## config.mk

```make
export PLATFORM = sky130hd
export DESIGN_NAME = fdc_cmd_sequencer
export DESIGN_NICKNAME = d
export VERILOG_FILES = /design/src/rtl/fdc_seq_pkg.sv /design/src/rtl/fdc_op_decode.sv /design/src/rtl/fdc_cyl_track.sv /design/src/rtl/fdc_exec_timer.sv /design/src/rtl/fdc_cmd_sequencer.sv
export SDC_FILE = /design/constraint.sdc
export NUM_CORES = 1
export LEC_CHECK = 0
export CAP_MARGIN = 20
export CORE_MARGIN = 1.5
export CORE_UTILIZATION = 48
export CTS_BUF_LIST = sky130_fd_sc_hd__clkbuf_4
export CTS_CLUSTER_SIZE = 24
export DETAILED_ROUTE_END_ITERATION = 7
export PLACE_DENSITY = 0.67
export SYNTH_ARGS = -nofsm -noshare
export SYNTH_HDL_FRONTEND = slang
export SYNTH_SLANG_ARGS = --single-unit
```

## constraint.sdc

```tcl
create_clock -name clk -period 10.32 [get_ports clk]
set_input_delay 2.064 -clock clk [delete_from_list [all_inputs] [get_ports clk]]
set_output_delay 2.064 -clock clk [all_outputs]
set_load 0.01 [all_outputs]
```

## src/rtl/fdc_seq_pkg.sv

```systemverilog
package fdc_seq_pkg;

    typedef enum logic [1:0] {
        PH_CMD  = 2'd0,
        PH_EXEC = 2'd1,
        PH_RES  = 2'd2
    } phase_e;

    typedef enum logic [2:0] {
        K_SEEK,
        K_STEP_IN,
        K_STEP_OUT,
        K_SENSE,
        K_READ_ID,
        K_XFER,
        K_BAD
    } cmd_kind_e;

    localparam int CMD_BYTES = 9;
    localparam int RES_BYTES = 7;
    localparam int LEN_W     = $clog2(CMD_BYTES + 1);
    localparam int RIDX_W    = $clog2(RES_BYTES + 1);

    localparam logic [2:0] OFS_STATUS = 3'd4;
    localparam logic [2:0] OFS_DATA   = 3'd5;

    localparam logic [7:0] ST_INVALID   = 8'h80;
    localparam logic [7:0] ST0_SEEK_END = 8'h20;
    localparam logic [7:0] ST0_ABNORMAL = 8'h40;

endpackage

```

## src/rtl/fdc_op_decode.sv

```systemverilog
module fdc_op_decode
    import fdc_seq_pkg::*;
(
    input  logic [7:0]       opcode,
    output cmd_kind_e        kind,
    output logic [LEN_W-1:0] total_len
);

    always_comb begin
        kind      = K_BAD;
        total_len = LEN_W'(1);
        if (opcode == 8'h0F) begin
            kind      = K_SEEK;
            total_len = LEN_W'(3);
        end else if (opcode == 8'hCF) begin
            kind      = K_STEP_IN;
            total_len = LEN_W'(3);
        end else if (opcode == 8'h8F) begin
            kind      = K_STEP_OUT;
            total_len = LEN_W'(3);
        end else if (opcode == 8'h08) begin
            kind      = K_SENSE;
            total_len = LEN_W'(1);
        end else if ((opcode & 8'hBF) == 8'h0A) begin
            kind      = K_READ_ID;
            total_len = LEN_W'(2);
        end else if (opcode[4:0] == 5'h06 || opcode[4:0] == 5'h16) begin
            kind      = K_XFER;
            total_len = LEN_W'(CMD_BYTES);
        end
    end

endmodule

```

## src/rtl/fdc_cyl_track.sv

```systemverilog
module fdc_cyl_track
    import fdc_seq_pkg::*;
#(
    parameter int CYL_MAX = 79
) (
    input  logic      clk,
    input  logic      rst_n,
    input  logic      upd,
    input  cmd_kind_e kind,
    input  logic [7:0] amount,
    output logic [7:0] cyl
);

    localparam logic [8:0] LIMIT = 9'(CYL_MAX);

    typedef struct packed {
        logic [7:0] cyl;
    } trk_t;

    trk_t s_q, s_d;
    logic [8:0] sum;

    always_comb begin
        s_d = s_q;
        sum = {1'b0, s_q.cyl} + {1'b0, amount};
        if (upd) begin
            case (kind)
                K_SEEK:     s_d.cyl = ({1'b0, amount} > LIMIT) ? LIMIT[7:0] : amount;
                K_STEP_IN:  s_d.cyl = (sum > LIMIT) ? LIMIT[7:0] : sum[7:0];
                K_STEP_OUT: s_d.cyl = (amount > s_q.cyl) ? 8'd0 : s_q.cyl - amount;
                default:    s_d.cyl = s_q.cyl;
            endcase
        end
    end

    always_ff @(posedge clk) begin
        if (!rst_n) s_q <= '0;
        else        s_q <= s_d;
    end

    assign cyl = s_q.cyl;

    assert_cyl_limit_R5: assert property (@(posedge clk) disable iff (!rst_n)
        {1'b0, s_q.cyl} <= LIMIT);

    assert_cyl_hold_R4: assert property (@(posedge clk) disable iff (!rst_n)
        !upd |=> $stable(s_q.cyl));

endmodule

```

## src/rtl/fdc_exec_timer.sv

```systemverilog
module fdc_exec_timer #(
    parameter int DELAY = 20
) (
    input  logic clk,
    input  logic rst_n,
    input  logic start,
    output logic done
);

    localparam int CW = (DELAY > 1) ? $clog2(DELAY) : 1;
    localparam logic [CW-1:0] LOAD = CW'(DELAY - 1);

    typedef struct packed {
        logic          busy;
        logic [CW-1:0] cnt;
    } tmr_t;

    tmr_t s_q, s_d;

    assign done = s_q.busy && (s_q.cnt == '0);

    always_comb begin
        s_d = s_q;
        if (start) begin
            s_d.busy = 1'b1;
            s_d.cnt  = LOAD;
        end else if (done) begin
            s_d.busy = 1'b0;
        end else if (s_q.busy) begin
            s_d.cnt = s_q.cnt - CW'(1);
        end
    end

    always_ff @(posedge clk) begin
        if (!rst_n) s_q <= '0;
        else        s_q <= s_d;
    end

    assert_timer_single_R8: assert property (@(posedge clk) disable iff (!rst_n)
        done |=> !done);

endmodule

```

## src/rtl/fdc_cmd_sequencer.sv

```systemverilog
module fdc_cmd_sequencer
    import fdc_seq_pkg::*;
#(
    parameter int CYL_MAX      = 79,
    parameter int READID_DELAY = 20
) (
    input  logic       clk,
    input  logic       rst_n,
    input  logic [2:0] bus_addr,
    input  logic       bus_rd,
    input  logic       bus_wr,
    input  logic [7:0] bus_wdata,
    output logic [7:0] bus_rdata,
    output logic       irq
);

    typedef struct packed {
        phase_e                          phase;
        logic [LEN_W-1:0]                cnt;
        logic [CMD_BYTES-1:0][7:0]       cmd;
        logic [RES_BYTES-1:0][7:0]       res;
        logic [RIDX_W-1:0]               rlen;
        logic [RIDX_W-1:0]               idx;
        logic                            res_irq;
        logic                            res_clr;
        logic                            irq;
        logic                            pend;
        logic [7:0]                      pend_st0;
    } seq_t;

    seq_t s_q, s_d;

    logic [CMD_BYTES-1:0][7:0] cmd_nx;
    logic [7:0]       dec_in;
    cmd_kind_e        dec_kind;
    logic [LEN_W-1:0] dec_len;
    logic             wr_data, rd_data;
    logic             cyl_upd, tmr_start, tmr_done, fin_evt;
    logic [7:0]       cyl;
    logic [7:0]       status;

    assign wr_data = bus_wr && (bus_addr == OFS_DATA);
    assign rd_data = bus_rd && (bus_addr == OFS_DATA);
    assign dec_in  = (s_q.cnt == '0) ? bus_wdata : s_q.cmd[0];

    fdc_op_decode u_dec (
        .opcode    (dec_in),
        .kind      (dec_kind),
        .total_len (dec_len)
    );

    fdc_cyl_track #(.CYL_MAX(CYL_MAX)) u_trk (
        .clk    (clk),
        .rst_n  (rst_n),
        .upd    (cyl_upd),
        .kind   (dec_kind),
        .amount (cmd_nx[2]),
        .cyl    (cyl)
    );

    fdc_exec_timer #(.DELAY(READID_DELAY)) u_tmr (
        .clk   (clk),
        .rst_n (rst_n),
        .start (tmr_start),
        .done  (tmr_done)
    );

    always_comb begin
        status    = 8'h00;
        status[7] = (s_q.phase != PH_EXEC);
        status[6] = (s_q.phase == PH_RES);
        status[4] = (s_q.phase != PH_CMD) || (s_q.cnt != '0);
    end

    always_comb begin
        s_d       = s_q;
        cmd_nx    = s_q.cmd;
        cyl_upd   = 1'b0;
        tmr_start = 1'b0;
        fin_evt   = 1'b0;
        cmd_nx[s_q.cnt] = bus_wdata;
        case (s_q.phase)
            PH_CMD: begin
                if (wr_data) begin
                    s_d.cmd = cmd_nx;
                    if ((s_q.cnt + LEN_W'(1)) != dec_len) begin
                        s_d.cnt = s_q.cnt + LEN_W'(1);
                    end else begin
                        s_d.cnt = '0;
                        s_d.idx = '0;
                        s_d.res = '0;
                        case (dec_kind)
                            K_SEEK, K_STEP_IN, K_STEP_OUT: begin
                                cyl_upd      = 1'b1;
                                fin_evt      = 1'b1;
                                s_d.irq      = 1'b1;
                                s_d.pend     = 1'b1;
                                s_d.pend_st0 = ST0_SEEK_END | {5'b0, cmd_nx[1][2:0]};
                            end
                            K_SENSE: begin
                                s_d.phase = PH_RES;
                                if (s_q.pend) begin
                                    s_d.res[0]  = s_q.pend_st0;
                                    s_d.res[1]  = cyl;
                                    s_d.rlen    = RIDX_W'(2);
                                    s_d.res_irq = 1'b1;
                                    s_d.res_clr = 1'b1;
                                end else begin
                                    s_d.res[0]  = ST_INVALID;
                                    s_d.rlen    = RIDX_W'(1);
                                    s_d.res_irq = 1'b0;
                                    s_d.res_clr = 1'b0;
                                end
                            end
                            K_READ_ID: begin
                                s_d.phase = PH_EXEC;
                                tmr_start = 1'b1;
                            end
                            K_XFER: begin
                                fin_evt     = 1'b1;
                                s_d.phase   = PH_RES;
                                s_d.irq     = 1'b1;
                                s_d.res_irq = 1'b1;
                                s_d.res_clr = 1'b0;
                                s_d.rlen    = RIDX_W'(RES_BYTES);
                                s_d.res[0]  = ST0_ABNORMAL | {5'b0, cmd_nx[1][2:0]};
                                s_d.res[3]  = cmd_nx[2];
                                s_d.res[4]  = cmd_nx[3];
                                s_d.res[5]  = cmd_nx[4];
                                s_d.res[6]  = cmd_nx[5];
                            end
                            default: begin
                                s_d.phase   = PH_RES;
                                s_d.res[0]  = ST_INVALID;
                                s_d.rlen    = RIDX_W'(1);
                                s_d.res_irq = 1'b0;
                                s_d.res_clr = 1'b0;
                            end
                        endcase
                    end
                end
            end
            PH_EXEC: begin
                if (tmr_done) begin
                    fin_evt     = 1'b1;
                    s_d.phase   = PH_RES;
                    s_d.irq     = 1'b1;
                    s_d.res_irq = 1'b1;
                    s_d.res_clr = 1'b0;
                    s_d.rlen    = RIDX_W'(RES_BYTES);
                    s_d.idx     = '0;
                    s_d.res     = '0;
                    s_d.res[0]  = {5'b0, s_q.cmd[1][2:0]};
                    s_d.res[3]  = cyl;
                    s_d.res[4]  = {7'b0, s_q.cmd[1][2]};
                    s_d.res[5]  = 8'h01;
                    s_d.res[6]  = 8'h02;
                end
            end
            default: begin
                if (rd_data) begin
                    if (s_q.idx == s_q.rlen - RIDX_W'(1)) begin
                        s_d.phase = PH_CMD;
                        s_d.idx   = '0;
                        if (s_q.res_irq) s_d.irq  = 1'b0;
                        if (s_q.res_clr) s_d.pend = 1'b0;
                    end else begin
                        s_d.idx = s_q.idx + RIDX_W'(1);
                    end
                end
            end
        endcase
    end

    always_ff @(posedge clk) begin
        if (!rst_n) s_q <= '0;
        else        s_q <= s_d;
    end

    always_comb begin
        bus_rdata = 8'h00;
        if (bus_addr == OFS_STATUS)
            bus_rdata = status;
        else if (bus_addr == OFS_DATA && s_q.phase == PH_RES)
            bus_rdata = s_q.res[s_q.idx];
    end

    assign irq = s_q.irq;

    assert_irq_rise_R10: assert property (@(posedge clk) disable iff (!rst_n)
        $rose(s_q.irq) |-> $past(fin_evt));

    assert_irq_fall_R10: assert property (@(posedge clk) disable iff (!rst_n)
        $fell(s_q.irq) |-> $past(rd_data && s_q.phase == PH_RES));

    assert_idx_bound_R12: assert property (@(posedge clk) disable iff (!rst_n)
        (s_q.phase == PH_RES) |-> (s_q.idx < s_q.rlen));

    assert_exec_exit_R8: assert property (@(posedge clk) disable iff (!rst_n)
        tmr_done |=> (s_q.phase == PH_RES));

    assert_wr_ignored_R3: assert property (@(posedge clk) disable iff (!rst_n)
        (s_q.phase == PH_RES && wr_data && !rd_data) |=>
            (s_q.phase == PH_RES && $stable(s_q.idx) && $stable(s_q.res)));

endmodule

```

Word-level counts from Yosys, hierarchy flattened

Cells that the tools add are included.

Output and inout port bits: 9
Flip-flop bits (word level): 162
Bits of input ports: 15
Logic and storage cells: 176

$lt $le $gt $ge: 6
Bitwise gates (word level): 4
Reduce and logical (&&, ||, !) cells: 38
Eq/ne operators: 27
Add/sub/neg operators: 6
Multiplexer cells: 66

Operator list:

| cell                 | number |
|---|---|
| $mux W152            | 1 |
| $pmux W59 S2         | 1 |
| $mux W8              | 10 |
| $mux W74             | 1 |
| $bwmux W72           | 1 |
| $mux W65             | 1 |
| $pmux W11 S3         | 1 |
| $demux W8 S4         | 1 |
| $mux W32             | 1 |
| $mux W4              | 7 |
| $bmux W8 S3          | 1 |
| $pmux W8 S3          | 1 |
| $mux W3              | 7 |
| $eq A8 B4 Y1 const B | 2 |
| $eq A8 B8 Y1 const B | 2 |
| $mux W2              | 8 |
| $ne A2 B2 Y1 const B | 7 |
| $reduce_and A7 Y1    | 2 |
| $reduce_bool A2 Y1   | 7 |
| $eq A3 B3 Y1 const B | 4 |
| $mux W1              | 12 |
| $pmux W2 S2          | 3 |
| $reduce_and A4 Y1    | 3 |
| $reduce_bool A3 Y1   | 4 |
| other kinds (43)     | 59 |

Depth between registers and ports, before layout

Gate-level depths: netlist of the first run.

Word-level depth: 17
Depth in mapped cells: 17
Gate-level depth less buffers: 15

Modules after synthesis

A second synthesis of the first run with hierarchy kept.

Cells, all modules: 810
Area, all modules: 6,999.2 um^2

By module, submodules not included:

| module            | area an instance (um^2) | instances | sequential area each (um^2) | cells each |
|---|---|---|---|---|
| fdc_cmd_sequencer | 5,328.9                 | 1         | 2,182.1                     | 596 |
| fdc_cyl_track     | 1,246.2                 | 1         | 160.2                       | 162 |
| fdc_exec_timer    | 299.0                   | 1         | 120.1                       | 32 |
| fdc_op_decode     | 125.1                   | 1         | 0.0                         | 20 |

Worst setup path after synthesis of the first run

Ideal clock, no wire load.

Path type: input-to-output
Start: input bus_addr[2]
End: output bus_rdata[0]
Arrival time: 2.830 ns
Path slack: 5.426 ns
Stages: 5
Buffers on the path: 0
Required time: 8.256 ns
Path through: nor2b_1 -> nand2_1 -> nor2_1 -> nand2_1 -> a211oi_1

Longest elaborated chain between the ends: 4
Elaborated cells on any way between the ends: 5
Those cells by class: eq/ne: 2; mux: 2; reduce/logical: 1

RTL lines:

| element             | line                     | RTL |
|---|---|---|
| start, declared     | fdc_cmd_sequencer.sv:9   | `input logic [2:0] bus_addr,` |
| $eq A3 B3 Y1        | fdc_cmd_sequencer.sv:184 | `else if (bus_addr == OFS_DATA && s_q.phase == PH_RES)` |
| $logic_and A1 B1 Y1 | fdc_cmd_sequencer.sv:184 |  |
| $mux W8             | fdc_cmd_sequencer.sv:184 |  |
| $mux W8 (*)         | fdc_cmd_sequencer.sv:182 | `if (bus_addr == OFS_STATUS)` |
| end, declared       | fdc_cmd_sequencer.sv:13  | `output logic [7:0] bus_rdata,` |

Mark *: on every way between the ends. The rest lies on a longest branch, timed or not.

Final worst setup path of the first run

Ends and elaborated chain as after synthesis.

==> results.tsv, run 1 <==
metric	value	unit
status	finished, final reports clean	
worstSkewPairLatency	0.57	ns
ys_seq_area_share	35.67	%
cts_buffers	17	
ys_ff_latch	123	
die_x	122.9	um
fin_crit_sh	58.65	%
post_cts_buffers	0	
seq_power_share	52.7	%
grt_antenna_before_repair	2	
place_ws	4.270	ns
rsz0062_at_grt	false	
fmaxAchievable	165.2	MHz
synth.avg_cell_area	8.369	sq um
vias	6338	
max_slew_margin	39.35	%
synth_edf_count	0	
ctsResizeCount	0	
layout-drive-gt1-share	8.544	%
clock_skew	0.02265	ns
tns	0	ns
place.gp.congestion	0.9264	
io_buffer_count	23	
yosysUniqueCellTypes	75	
cts_sinks	123	
post-route-util	53.86	%
io_pins	24	
start_kind	input pin	
drtPass1Iterations	7	
internal-power	675.4	uW
fin_ws	4.267	ns
p_per_area	121.5	nW/um^2
synth.cell_area	6904	sq um
period_minus_slack	6.053	ns
die_height	122.9	um
std_cell_rows	43	
slew_violations	0	
clockBufferDepth	2	
synth_fp_nets	867	
wl_per_cell	18.98	um
yosys.area_share.simple	18.29	%
core	13930	sq um
synth_warnings	0	
grt_use_met2	40.00	%
grt.busiest_layer	met2	
dp_hpwl	13300	um
finalPower	911.9	uW
synth_top_flop_cell	dfxtp_1	
worstSetupEndpointType	primary output	
cp_max_fo	5	
p_comb_share	7.3	%
synth_top_family_by_area	compound AO/OA/AOI/OAI gates	
overflow	0	
met1_usage	36.96	%
synth-xor-area-share	2.791	%
viasPerCell	6.257	
start_util	49.55	%
synth_cells	825	
clk_pin_slew	0.11	ns
grt_pass1_wl	31010	um
dieArea	15110	sq um
clockPowerShare	40.0	%
wl	19230	um
hold_buffers	0	
fin_nets	860	
holdWs	0.4609	ns
track_usage	26.70	%
hold_viol_final	0	
critPathRequiredTime	8.26	ns
grt_max_degree	80	
drt_iter0_drc	671	
cp.arrival	3.99	ns
final_cells	1013	
synth_fa_ha_area_share	5.111	%
clockRootBuffer	clkbuf_4	
htreeDepth	4	
setup_viol	0	
muxShareOfSynthArea	8.463	%
first_global_vias	5842	
switching_power	236.5	uW
fin_area	7505	sq um
tritoncts	yes	
holdCritPathClass	flip-flop to flip-flop	
grt.met3_usage	5.858	%
maxCapViolCount	0	
drc	0	
p_leak	2.708	nW
drtAntennaViolNets	0	
dp.cells	978	
tightest_slew	0.9097	ns
synth-async-reset-ratio	0	%
p_sw_share	25.94	%
synth-compound-area-share	24.61	%
area_growth	8.699	%
worstSetupPathType	input pin to primary output	
dpl_cell_area	7196	sq um
irDropWorstVdd	78.91	uV
[worst max-delay path: stages]
cell	delay (ns)
clkdlybuf4s50_1	0.47
nor2b_1	0.21
nand2_1	0.08
nor2_1	0.12
nand2_1	0.16
a211oi_1	0.28
clkdlybuf4s50_1	0.60
[synthesized netlist by cell type (18+ instances only)]
library cell	number	share of area, %
nor2_1	77	4.2
inv_1	27	1.5
nand2_1	94	5.1
o2bb2ai_1	24	3.0
dfxtp_1	123	36
o21ai_0	18	1.3
mux2i_1	46	6.7
a21oi_1	80	5.8
a211oi_1	27	2.9
clkbuf_1	41	2.2
ha_1	25	4.5
nand3_1	24	1.7
[power groups by stage]
stage | logic [mW] | registers [mW] | clock network [mW]
6_report | 0.0668 | 0.480 | 0.365
5_1_grt | 0.0725 | 0.481 | 0.391
4_1_cts | 0.0660 | 0.480 | 0.369
3_5_place_dp | 0.0656 | 0.491 | 0
3_3_place_gp | 0.0646 | 0.491 | 0
2_1_floorplan | 0.0462 | 0.490 | 0
[layout make-up]
class                      instances  area, sq um
sequential                       123         2462
multi-input combinational        614         4098
inverter                          28        105.1
timing repair buffer              34        312.8
tap                              180        225.2
antenna                            2        5.005
clock buffer                      20        150.1
clock inverter                    12        146.4
fill                            1271         6430
[cells by family after synthesis]
group / count (synthesis)
fa+ha+maj: 27
simple gates: 268
buf+inv: 88
flops: 123
mux: 57
xor+xnor: 22
compound gates: 240
[final timing paths]
kind	start	endpoint	slack [ns]	depth (start not counted)
max	bus_addr[2]	bus_rdata[0]	4.27	7
min	s_q[116]	s_q[116]	0.46	2
max reg2reg	s_q[146]	s_q[49]	6.13	10
min reg2reg	s_q[116]	s_q[116]	0.46	2
[flip-flops by register name, summed over array words and instances (netlist names)]
register,flops
s_q,108
u_trk.cyl,8
u_tmr.s_q,6
irq,1
[layout by cell type, fill, tap and decap left out, types with 5 or more instances in the layout]
| cell type | count |
|---|---|
| o21ai_0 | 18 |
| nand4_1 | 7 |
| and2_1 | 8 |
| xor2_1 | 10 |
| nand2_1 | 94 |
| dfxtp_1 | 123 |
| nor3_1 | 9 |
| mux2_2 | 11 |
| a221o_1 | 11 |
| o2bb2ai_1 | 24 |
| a21oi_1 | 80 |
| inv_1 | 27 |
| a221oi_1 | 5 |
| a22oi_1 | 6 |
| a32oi_1 | 9 |
| or3_1 | 5 |
| xnor2_1 | 12 |
| clkdlybuf4s50_1 | 23 |
| mux2i_1 | 46 |
| a211oi_1 | 27 |
| nor2b_1 | 7 |
| nand3_1 | 24 |
| ha_1 | 25 |
| clkbuf_4 | 21 |
| nor2_1 | 77 |
| a31oi_1 | 5 |
| o31ai_1 | 5 |
| nor4_1 | 5 |
| nand2b_1 | 5 |
| and3_1 | 5 |
| buf_4 | 10 |
[metal layers]
layer	share of wire [%]	vias up
li1	-	3000
met1	45	3025
met2	44	267
met3	7.6	46
met4	2.8	0
met5	0	-
Note: power is estimated with default switching activity, not from simulation.
==> inputs of run 2 (changes only) <==
- clock period: 10.32 -> 5.95 ns (I/O delays scaled with it)
==> run 2 against run 1 <==
  * Sequential share of layout area is 0.23 points lower
  * Largest power group unchanged
  * Setup slack worse by 2.9 ns
  * Sequential cell count stayed put
  * Final area is 0.72% higher
==> results.tsv, run 2 (same netlist as run 1, synthesis figures left out) <==
metric	value	unit	change
fin_crit_sh	76.58	%	
clockRootBuffer	clkbuf_4		
antenna_cells	0		-2
grt_antenna_before_repair	0		-2
hold_viol_final	0		unchanged
wl_per_cell	19.23	um	+1.3%
worstSkewPairLatency	0.51	ns	-0.06 ns
finalPower	1.593	mW	+75%
core	13930	sq um	unchanged
vias	6260		-1.2%
post-route-util	54.24	%	+0.39 points
start_kind	flip-flop		
final_common_cell	dfxtp_1		
drtPass1Iterations	5		-2
fmaxAchievable	219.5	MHz	
cp_slowest_cell	nor3b_1		
tightest_slew	1.086	ns	+0.1759 ns
fin_area	7559	sq um	+0.72%
start_util	49.55	%	unchanged
max_slew_margin	27.07	%	-12 points
cts_sinks	123		unchanged
top_register	s_q		
fin_nets	862		+0.23%
die_x	122.9	um	unchanged
post_cts_buffers	0		unchanged
die_height	122.9	um	unchanged
status	finished, final reports clean		
cp_common_cell	inv_1		
viasPerCell	6.192		-1.0%
p_per_area	210.8	nW/um^2	+73%
grt_max_degree	80		unchanged
slew_violations	0		unchanged
io_buffer_count	23		unchanged
clock_skew	0.01648	ns	-0.006168 ns
setup_viol	0		unchanged
r2r_setup_slack	1.39	ns	-4.74 ns
grt_pass1_wl	30970	um	-0.13%
period_minus_slack	4.557	ns	
track_usage	26.54	%	-0.16 points
first_global_vias	5880		+0.65%
crit_chain	inv_1, ha_1, nor3b_1, buf_4, mux2i_1, inv_1, fa_1, a21o_1, a21oi_1, o221ai_1, xor2_1, o21ai_0, o211a_1, a31oi_1, a211oi_1		
dpl_cell_area	7203	sq um	+0.10%
maxCapViolCount	0		unchanged
tns	0	ns	unchanged
holdCritPathClass	flip-flop to flip-flop		
fillers	1275		+0.31%
place.gp.congestion	0.9031		-2.5%
std_cell_rows	43		unchanged
crit_path_max_incr_delay	0.67	ns	+0.07 ns
drt_iter0_drc	717		+6.9%
io_pins	24		unchanged
p_leak	2.733	nW	+0.90%
layout_common_cells	dfxtp_1 (123), nand2_1 (94), a21oi_1 (80)		
largest_register_ffs	108		unchanged
hold_buffers	0		unchanged
cp_max_fo	10		+5
area_growth	9.478	%	
worstSetupPathType	flip-flop to flip-flop		
irDropWorstVdd	154.0	uV	+95%
worstSetupEndpointType	flip-flop		
critPathRequiredTime	6.38	ns	-1.88 ns
cp.arrival	4.99	ns	+1.00 ns
rsz0062_at_grt	false		
drtAntennaViolNets	0		unchanged
clk_pin_slew	0.11	ns	about the same
layout-drive-gt1-share	8.303	%	-0.24 points
htreeDepth	4		unchanged
overflow	0		unchanged
dieArea	15110	sq um	unchanged
wl	19440	um	+1.1%
cts_buffers	17		unchanged
clockBufferDepth	2		unchanged
drc	0		unchanged
tritoncts	yes		
ctsResizeCount	0		unchanged
dp_hpwl	13800	um	+3.7%
## run 2: cell count changes in the layout (fill, tap and decap cells not counted), sizes merged
cell,delta
buf,+3
clkinv,+1
clkbuf,-1
diode,-2
inv,-2
bufinv,+1
clkinvlp,-2
## run 2: metal layers
layer	GRT usage, %	routed length [um]
met5	0	0
met4	8.212	420
met3	7.242	1505
met2	39.44	8463
met1	37.32	9048
## run 2: power breakdown
part | switching (mW) | internal, mW
sequential | 0.00516 | 0.828
combinational | 0.0770 | 0.0428
clock | 0.302 | 0.339
total | 0.384 | 1.21
## run 2: layout make-up
type / count / area [sq um] / area share (%)
multi-input combinational: 614 / 4098 / 54.21
tap: 180 / 225.2 / 2.980
clock inverter: 10 / 150.1 / 1.986
timing repair buffer: 36 / 367.9 / 4.867
clock buffer: 20 / 150.1 / 1.986
inverter: 28 / 105.1 / 1.391
sequential: 123 / 2462 / 32.58
## run 2: worst paths after layout
check / endpoint / from / cells past startpoint
setup / recovery: u_trk.cyl[5] / s_q[146] / 15
hold / removal: s_q[115] / s_q[115] / 2
setup reg to reg: u_trk.cyl[5] / s_q[146] / 15
hold reg to reg: s_q[115] / s_q[115] / 2
## run 2: stage by stage
step                      worst slack [ns]  hold WS, ns  std cells
after global routing                0.9691       0.4822       1011
after detailed placement             1.118       0.4421        979
final                                1.393       0.4601       1011
after global placement               1.257       0.4399        979
after floorplan                      2.001       0.4302        825
after CTS                            1.441       0.4596       1009
## run 2: critical path: cells and delay by family (launching register included)
kind | cells | cell delay (ns)
xor+xnor | 1 | 0.18
mux | 1 | 0.47
fa+ha+maj | 2 | 0.63
buf+inv | 3 | 0.67
compound gates | 7 | 1.47
simple gates | 1 | 0.67
flops | 1 | 0.41
==> inputs of run 3 (changes only) <==
- PLACE_DENSITY: 0.67 -> 0.7
- clock period: 5.95 -> 3.8 ns (I/O delays scaled with it)
==> run 3 against run 2 <==
  * Utilization increased by 1.7 points
  * Critical path depth increased by 1
  * Clock power increased by 17%
  * Setup slack got worse by 1.1 ns
  * Sequential power increased by 56%
  * Final area increased by 3.2%
  * Non-clock buffer count increased by 43
  * Critical endpoint unchanged
  * Wire length increased by 3.5%
  * Power increased by 42%
==> results.tsv, run 3 (same netlist as run 1, synthesis figures left out) <==
metric	value	unit	change
status	finished, final reports clean		
wl	20130	um	+3.5%
drt_iter0_drc	718		+0.14%
dieArea	15110	sq um	unchanged
start_util	49.55	%	unchanged
area_growth	12.94	%	
min_from	s_q[106]		
drtPass1Iterations	5		unchanged
worstSkewPairLatency	0.55	ns	+0.04 ns
p_leak	2.892	nW	+5.8%
grt_max_degree	57		-29%
place.gp.congestion	0.9900		+9.6%
wl_per_cell	19.04	um	-0.96%
irDropWorstVdd	197.5	uV	+28%
clockRootBuffer	clkbuf_4		
clock_skew	0.01875	ns	+0.002272 ns
drtAntennaViolNets	0		unchanged
core	13930	sq um	unchanged
drc	0		unchanged
grt_pass1_wl	31520	um	+1.8%
fillers	1277		+0.16%
tightest_slew	1.136	ns	+0.05053 ns
clockBufferDepth	2		unchanged
final_common_cell	dfxtp_1		
p_per_area	290.2	nW/um^2	+38%
die_x	122.9	um	unchanged
dp_hpwl	14710	um	+6.6%
cp_max_fo	8		-2
grt_antenna_before_repair	0		unchanged
holdWs	0.4599	ns	-0.0001430 ns
cp.arrival	4.00	ns	-0.99 ns
max_slew_margin	23.68	%	-3.4 points
hold_viol_final	0		unchanged
slew_violations	0		unchanged
holdPathStages	2		unchanged
layout_common_cells	dfxtp_1 (122), nand2_1 (94), a21oi_1 (79)		
die_height	122.9	um	unchanged
fin_crit_sh	92.98	%	+16 points
cts_sinks	123		unchanged
viasPerCell	6.104		-1.4%
top_register	s_q		
cts_buffers	17		unchanged
setup_viol	0		unchanged
worstSetupEndpointType	flip-flop		
first_global_vias	6056		+3.0%
fin_ws	0.2668	ns	-1.126 ns
critPathRequiredTime	4.27	ns	-2.11 ns
start_kind	flip-flop		
rsz0062_at_grt	false		
r2r.worst_path.cells	16		+1
htreeDepth	4		unchanged
r2r_setup_slack	0.27	ns	-1.13 ns
tritoncts	yes		
holdCritPathClass	flip-flop to flip-flop		
maxCapViolCount	0		unchanged
place_ws	0.02855	ns	-1.089 ns
fmaxAchievable	283.0	MHz	+29%
track_usage	27.24	%	+0.70 points
r2r-end	u_trk.cyl[5]		
io_pins	24		unchanged
tns	0	ns	unchanged
io_buffer_count	23		unchanged
period_minus_slack	3.533	ns	-1.024 ns
timing.rr.start	s_q[146]		
std_cell_rows	43		unchanged
fin_nets	905		+5.0%
worstSetupPathType	flip-flop to flip-flop		
largest_register_ffs	108		unchanged
layout-drive-gt1-share	13.58	%	+5.3 points
overflow	0		unchanged
holdPathEnd	s_q[106]		
finalPower	2.263	mW	+42%
clk_pin_slew	0.12	ns	about the same
vias	6452		+3.1%
## run 3: changes by cell type in the layout (fill, tap and decap cells not counted), moves of 2 or more
| cell | delta |
|---|---|
| clkbuf_4 | -2 |
| clkinvlp_4 | +3 |
| buf_4 | +44 |
| bufinv_16 | -4 |
| clkinv_2 | +5 |
## run 3: what timing repair did
item,in CTS,in global routing
resized for setup,0,4
setup buffers,0,5
endpoints found under the setup margin,0,10
hold buffers,0,0
## run 3: worst max-delay path, stage by stage (launching register included)
cell and delay [ns]:
dfxtp_1 0.32, inv_1 0.11, ha_1 0.15, nor3b_1 0.21, buf_4 0.24, mux2i_1 0.25
inv_1 0.09, ha_1 0.22, fa_1 0.40, a21o_1 0.21, a21oi_2 0.21, o221ai_1 0.17
xor2_1 0.17, o21ai_0 0.08, o211a_1 0.27, a31oi_1 0.11, a211oi_1 0.24
## run 3: report_power, final
group	switching (mW)	leakage [nW]	internal [mW]	total [mW]
clock network	0.496	0.122	0.252	0.749
registers	0.00760	0.992	1.30	1.30
logic	0.128	1.78	0.0821	0.210
total	0.631	2.89	1.63	2.26
## run 3: final cells by class
class,instances,area (sq um),share of cell area [%]
clock inverter,14,82.58,1.059
clock buffer,18,135.1,1.733
timing repair buffer,79,670.6,8.601
inverter,28,105.1,1.348
multi-input combinational,614,4113,52.74
sequential,123,2464,31.59
tap,180,225.2,2.888
antenna,1,2.502,0.03209
## run 3: how the worst max path moves through the flow
stage / to / startpoint / slack (ns)
after CTS: bus_rdata[7] / s_q[13] / 0.02
after floorplan: u_trk.cyl[1] / s_q[146] / 0.01
after detailed placement: s_q[43] / bus_wdata[3] / 0.03
after global routing: u_trk.cyl[5] / s_q[147] / 0.01
after global placement: u_trk.cyl[4] / bus_wdata[0] / 0.13
final: u_trk.cyl[5] / s_q[146] / 0.27
## run 3: routing by layer
metal / vias up / track usage (%) / routed length [um]
met5: - / 0 / 0
met4: 0 / 9.084 / 368
met3: 31 / 6.365 / 1745
met2: 290 / 41.08 / 8946
met1: 3066 / 38.22 / 9066
li1: 3065 / - / -
## run 3: through the flow
stage          std cells  cell area, sq um  util (%)
3_5_place_dp        1018              7496     53.79
6_report            1057              7797     55.96
4_1_cts             1050              7714     55.36
5_1_grt             1056              7795     55.94
3_3_place_gp        1018              7496     53.79
2_1_floorplan        825              6904         -
